`src/rtl/bcs_pkg.sv`:
```
package bcs_pkg;
  localparam int IDX_W = 3;  // offset bits for the longest burst (8 beats)

  typedef enum logic {ORDER_SEQ = 1'b0, ORDER_ILV = 1'b1} order_e;
  typedef logic [1:0] lg_t;  // log2 of the burst length: 1, 2 or 3

  // only three length codes are legal; the rest are reserved
  function automatic logic len_code_ok(input logic [2:0] code);
    return (code == 3'b001) || (code == 3'b010) || (code == 3'b011);
  endfunction

  // the legal codes map onto log2(length) through their low bits
  function automatic lg_t len_code_to_lg(input logic [2:0] code);
    return lg_t'(code[1:0]);
  endfunction

  // offset mask inside the aligned block for a given log2 length
  function automatic logic [IDX_W-1:0] lg_mask(input lg_t lg);
    logic [IDX_W-1:0] m;
    case (lg)
      2'd1:    m = 3'b001;
      2'd2:    m = 3'b011;
      2'd3:    m = 3'b111;
      default: m = 3'b001;
    endcase
    return m;
  endfunction

  // raw offset of a beat before masking; masking gives the modulo wrap
  function automatic logic [IDX_W-1:0] beat_offset(input logic [IDX_W-1:0] s,
                                                    input logic [IDX_W-1:0] i,
                                                    input order_e ord);
    return (ord == ORDER_ILV) ? (s ^ i) : (s + i);
  endfunction
endpackage

```
`src/rtl/bcs_mode_reg.sv`:
```
module bcs_mode_reg
  import bcs_pkg::*;
(
  input  logic       clk,
  input  logic       rst_n,
  input  logic       wr_stb,
  input  logic [1:0] wr_sel,
  input  logic [2:0] wr_len_code,
  input  logic       wr_order,
  output lg_t        len_lg,
  output order_e     order,
  output logic       wr_hit
);
  assign wr_hit = wr_stb && (wr_sel == 2'b00) && len_code_ok(wr_len_code);

  always_ff @(posedge clk) begin
    if (!rst_n) begin
      len_lg <= 2'd1;
      order  <= ORDER_SEQ;
    end else if (wr_hit) begin
      len_lg <= len_code_to_lg(wr_len_code);
      order  <= order_e'(wr_order);
    end
  end
endmodule

```
`src/rtl/bcs_beat_ctr.sv`:
```
module bcs_beat_ctr
  import bcs_pkg::*;
#(
  parameter int COL_W = 10
) (
  input  logic             clk,
  input  logic             rst_n,
  input  logic             start_stb,
  input  logic [COL_W-1:0] start_col,
  input  lg_t              mode_lg,
  input  order_e           mode_ord,
  output logic             active,
  output logic [IDX_W-1:0] idx,
  output logic [COL_W-1:0] base,
  output lg_t              cur_lg,
  output order_e           cur_ord,
  output logic             final_beat
);
  assign final_beat = active && (idx == lg_mask(cur_lg));

  always_ff @(posedge clk) begin
    if (!rst_n) begin
      active  <= 1'b0;
      idx     <= '0;
      base    <= '0;
      cur_lg  <= 2'd1;
      cur_ord <= ORDER_SEQ;
    end else if (start_stb) begin
      active  <= 1'b1;
      idx     <= '0;
      base    <= start_col;
      cur_lg  <= mode_lg;
      cur_ord <= mode_ord;
    end else if (final_beat) begin
      active <= 1'b0;
      idx    <= '0;
    end else if (active) begin
      idx <= idx + 1'b1;
    end
  end
endmodule

```
`src/rtl/bcs_col_gen.sv`:
```
module bcs_col_gen
  import bcs_pkg::*;
#(
  parameter int COL_W = 10
) (
  input  logic [COL_W-1:0] base,
  input  logic [IDX_W-1:0] idx,
  input  lg_t              lg,
  input  order_e           ord,
  output logic [COL_W-1:0] col
);
  logic [IDX_W-1:0] raw_off;
  logic [IDX_W-1:0] mask;

  assign raw_off = beat_offset(base[IDX_W-1:0], idx, ord);
  assign mask    = lg_mask(lg);

  for (genvar b = 0; b < COL_W; b++) begin : g_bit
    if (b < IDX_W) begin : g_low
      assign col[b] = mask[b] ? raw_off[b] : base[b];
    end else begin : g_high
      assign col[b] = base[b];
    end
  end
endmodule

```
`src/rtl/burst_col_seq.sv`:
```
module burst_col_seq
  import bcs_pkg::*;
#(
  parameter int COL_W  = 10,
  parameter int ADDR_W = 13
) (
  input  logic              clk,
  input  logic              rst_n,
  input  logic              mrs_stb,
  input  logic [1:0]        mrs_ba,
  input  logic [ADDR_W-1:0] mrs_addr,
  input  logic              start_stb,
  input  logic [COL_W-1:0]  start_col,
  output logic [COL_W-1:0]  beat_col,
  output logic              beat_vld,
  output logic              beat_last
);
  // named internal events, visible to the bound checker
  lg_t              mode_lg;
  order_e           mode_ord;
  logic             mode_hit;
  logic             run_active;
  logic [IDX_W-1:0] run_idx;
  logic [COL_W-1:0] run_base;
  lg_t              run_lg;
  order_e           run_ord;
  logic             run_final;
  logic             unused_mrs_hi;

  assign unused_mrs_hi = ^mrs_addr[ADDR_W-1:4];

  bcs_mode_reg u_mode (
    .clk         (clk),
    .rst_n       (rst_n),
    .wr_stb      (mrs_stb),
    .wr_sel      (mrs_ba),
    .wr_len_code (mrs_addr[2:0]),
    .wr_order    (mrs_addr[3]),
    .len_lg      (mode_lg),
    .order       (mode_ord),
    .wr_hit      (mode_hit)
  );

  bcs_beat_ctr #(.COL_W(COL_W)) u_ctr (
    .clk        (clk),
    .rst_n      (rst_n),
    .start_stb  (start_stb),
    .start_col  (start_col),
    .mode_lg    (mode_lg),
    .mode_ord   (mode_ord),
    .active     (run_active),
    .idx        (run_idx),
    .base       (run_base),
    .cur_lg     (run_lg),
    .cur_ord    (run_ord),
    .final_beat (run_final)
  );

  bcs_col_gen #(.COL_W(COL_W)) u_col (
    .base (run_base),
    .idx  (run_idx),
    .lg   (run_lg),
    .ord  (run_ord),
    .col  (beat_col)
  );

  assign beat_vld  = run_active;
  assign beat_last = run_final;
endmodule

```
`config.mk`:
```
export PLATFORM = sky130hd
export DESIGN_NAME = burst_col_seq
export DESIGN_NICKNAME = d
export VERILOG_FILES = /design/src/rtl/bcs_pkg.sv /design/src/rtl/bcs_mode_reg.sv /design/src/rtl/bcs_beat_ctr.sv /design/src/rtl/bcs_col_gen.sv /design/src/rtl/burst_col_seq.sv
export SDC_FILE = /design/constraint.sdc
export NUM_CORES = 1
export LEC_CHECK = 0
export BUFFER_PORTS_ARGS = -buffer_cell sky130_fd_sc_hd__buf_4
export CAP_MARGIN = 0
export CORE_UTILIZATION = 30
export DETAILED_ROUTE_END_ITERATION = 12
export PLACE_DENSITY = 0.5
export SETUP_SLACK_MARGIN = 0.05
export SLEW_MARGIN = 20
export SYNTH_ARGS = -nofsm -noshare
export SYNTH_HDL_FRONTEND = slang
export SYNTH_HIERARCHICAL = 1
export SYNTH_SLANG_ARGS = --single-unit
```
`constraint.sdc`:
```
create_clock -name clk -period 5.2 [get_ports clk]
set_input_delay 1.3 -clock clk [delete_from_list [all_inputs] [get_ports clk]]
set_output_delay 1.3 -clock clk [all_outputs]
set_load 0.02 [all_outputs]
```
==> impl_metrics.tcl <==
set metrics [dict create \
    fmax_ghz 0.281 \
    worstSetupPathType "reg -> out" \
    drt_iter0_drc 20 \
    syn_to_final_growth_pct 24.2 \
    cts_tree "yes" \
    seq_area_um2 400 \
    yosys.area.top_type_share_pct 40.3 \
    dr.pass1.iters 4 \
    slowest_stage "dfxtp_1" \
    synthArstFlopShare_pct 0 \
    cp_num_cells 7 \
    antenna_found_initial 0 \
    synth_edf_count 0 \
    htree_levels 1 \
    yosysWarningCount 6 \
    synth_common_cells "dfxtp_1, mux2i_1, nor2b_1" \
    synth_cell_types 27 \
    vias_per_cell 4.31 \
    post-cts-setup-buffers 0 \
    cp-startpoint "u_ctr/idx[0]" \
    synth_nets 136 \
    vdd_ir_drop_max_v 0.000162 \
    dpl.cell_count 167 \
    reg2reg_from "u_ctr/idx[2]" \
    grt_pass1_wl_um 2840 \
    grt_pass1_vias 693 \
    clock_latency_ns 0.29 \
    synth_compound_area_share_pct 9.43 \
    die_w_um 59.6 \
    initial_core_util_pct 32.1 \
    ys_top_cells_by_area "dfxtp_1, mux2i_1, nor2b_1" \
    r2r_end "u_ctr/idx[1]" \
    synthAdderAreaFrac_pct 5.79 \
    synth_xor_area_share_pct 3.52 \
    rsz0062_at_grt "false" \
    synth_area_um2 995 \
    port_buffers 31 \
    power_mw 0.285 \
    clock_skew_ns 0.00254 \
    track_usage_pct 10.8 \
    synth_top_area_cell "dfxtp_1" \
    reg2regPathDepth 4 \
    via_count 732 \
    layout_setup_ws_ns 1.64 \
    yosys.area_share.simple_pct 17.2 \
    fin_crit_sh_pct 68.5 \
    endpoint "beat_col[2]" \
    synth-seq-cells 20 \
    status "completed" \
    fill_cells 322 \
    muxShareOfSynthArea_pct 14.1 \
    wire_per_inst_um 10.0 \
    powerDensity_nw_per_um2 231 \
    synth_top_family_by_area "simple AND/OR/NAND/NOR gates" \
    slew_headroom_pct 82.6 \
    cp_num_buf_inv 2 \
    gr-total-overflow 0 \
    routed_wl_um 1700 \
    rows 20 \
    crit_path_max_fanout 7 \
    ys_seq_area_share_pct 40.3 \
    maxCapViolations 0 \
    hold_viol 0 \
    cts_resized 0 \
    yosysMostFrequentCell "dfxtp_1" \
    clk_pin_slew_ns 0.10 \
    coreArea_um2 3100 \
    place_ws_ns 1.96 \
    cts.sinks 20 \
    path_cells "ha_1, inv_1, fa_1, or3_1, a21oi_1, xor2_1, buf_4" \
    io-pin-count 41 \
    worstHoldPathType "reg -> reg" \
    clk_path_buf_depth 2 \
    arrival_ns 2.26 \
    chipHeight_um 59.6 \
    drc 0 \
    setup_tns_ns 0 \
    synth_area_per_cell_um2 9.66 \
    setup_viol 0 \
    fin_crit_ns 3.56 \
    slowest_delay_ns 0.47 \
    root_buffer "clkbuf_4" \
    stdcell_count 170 \
    cp-start-kind "flip-flop" \
    numCtsBuffers 3 \
    antennaDiodeCount 0 \
    hp-start "u_mode/order" \
    critPathCaptureType "output pin" \
    drv_slew 0 \
    rrSetupSlack_ns 3.90 \
    dieArea_um2 3550 \
    critPathTopFamily "adder cells" \
    ys_dominant_reg_cell "dfxtp_1" \
    tightestPinTransition_ns 0.259 \
    final_layout_size_suffix_gt1_share_pct 30.2 \
    synth_cells 103 \
    postCtsHoldBufs 0 \
    dp_hpwl_um 1270 \
    crit_required_ns 3.90 \
    grt_max_degree 21 \
    p_leak_nw 0.549 \
    nets 161 \
    gp_congestion 0.766 \
    multi_input_area_um2 498 \
    ant_nets 0 \
]
registers in the layout (all words and copies together), names as in the netlist:
| name | count |
|---|---|
| u_mode/len_lg | 2 |
| u_ctr/active | 1 |
| u_ctr/cur_lg | 2 |
| u_ctr/idx | 3 |
| u_mode/order | 1 |
| u_ctr/base | 10 |
| u_ctr/cur_ord | 1 |
through the flow:
stage / hold slack [ns] / instance area [um^2] / utilization (%)
2_1_floorplan: 0.434 / 995 / -
3_3_place_gp: 0.452 / 1210 / 39.1
3_5_place_dp: 0.460 / 1210 / 39.1
4_1_cts: 0.473 / 1230 / 39.8
5_1_grt: 0.506 / 1230 / 39.8
6_report: 0.467 / 1230 / 39.8
layout by cell type, fill, tap and decap left out:
cell	synthesis	routed
buf_4	7	31
dfxtp_1	20	20
mux2i_1	14	14
nor2b_1	12	12
nand2_1	10	10
inv_1	7	7
clkbuf_4	0	3
nor2_1	3	3
a21oi_1	3	3
o21ai_0	3	3
ha_1	3	3
xor2_1	2	2
xnor2_1	2	2
or3_1	1	1
fa_1	1	1
nor3_1	1	1
a31o_1	1	1
and3_2	1	1
a31oi_1	1	1
a311oi_1	1	1
a211o_1	1	1
a21oi_2	1	1
nor4b_4	1	1
o21a_4	1	1
o211ai_1	1	1
nand3_1	1	1
worst min-delay path: cells and delay by family (launching register included):
kind             cells  cell delay (ns)
AND/OR/NAND/NOR      1             0.05
flip-flops           1             0.33
multiplexers         1             0.05
power breakdown:
part	internal, mW	total [mW]	leakage (nW)	switching (mW)
Clock	0.0269	0.0704	0.0138	0.0435
Combinational	0.0271	0.0506	0.371	0.0235
Sequential	0.160	0.164	0.164	0.00484
area by class of cell:
cell class / count / share of cell area [%]
Tap cell: 44 / 4.46
Inverter: 7 / 2.13
Sequential cell: 20 / 32.4
Timing Repair Buffer: 31 / 18.8
Clock buffer: 3 / 1.82
Multi-Input combinational cell: 65 / 40.3
logic make-up (layout without fill, tap and decap cells):
group / count (synthesis) / in the layout
AOI/OAI and AO/OA: 13 / 13
xor gates and xnor gates: 4 / 4
adders and majority gates: 4 / 4
buffers and inverters: 18 / 41
DFF: 20 / 20
muxes: 14 / 14
and+or+nand+nor: 30 / 30
worst min-delay path by stage:
stage / to / slack (ns) / cells after the start
final: u_mode/order / 0.47 / 2
after global placement: u_mode/order / 0.45 / 2
after CTS: u_mode/order / 0.47 / 2
after global routing: u_mode/len_lg[1] / 0.51 / 2
after detailed placement: u_mode/order / 0.46 / 2
after floorplan: u_mode/order / 0.43 / 2
metal layers:
layer,up-vias,part of all wire (%),GRT usage [%]
met5,-,0,0
met4,0,0.82,1.99
met3,2,6.7,4.80
met2,24,47,18.1
met1,321,45,12.8
li1,385,-,-
(Power assumes the default switching activity.)
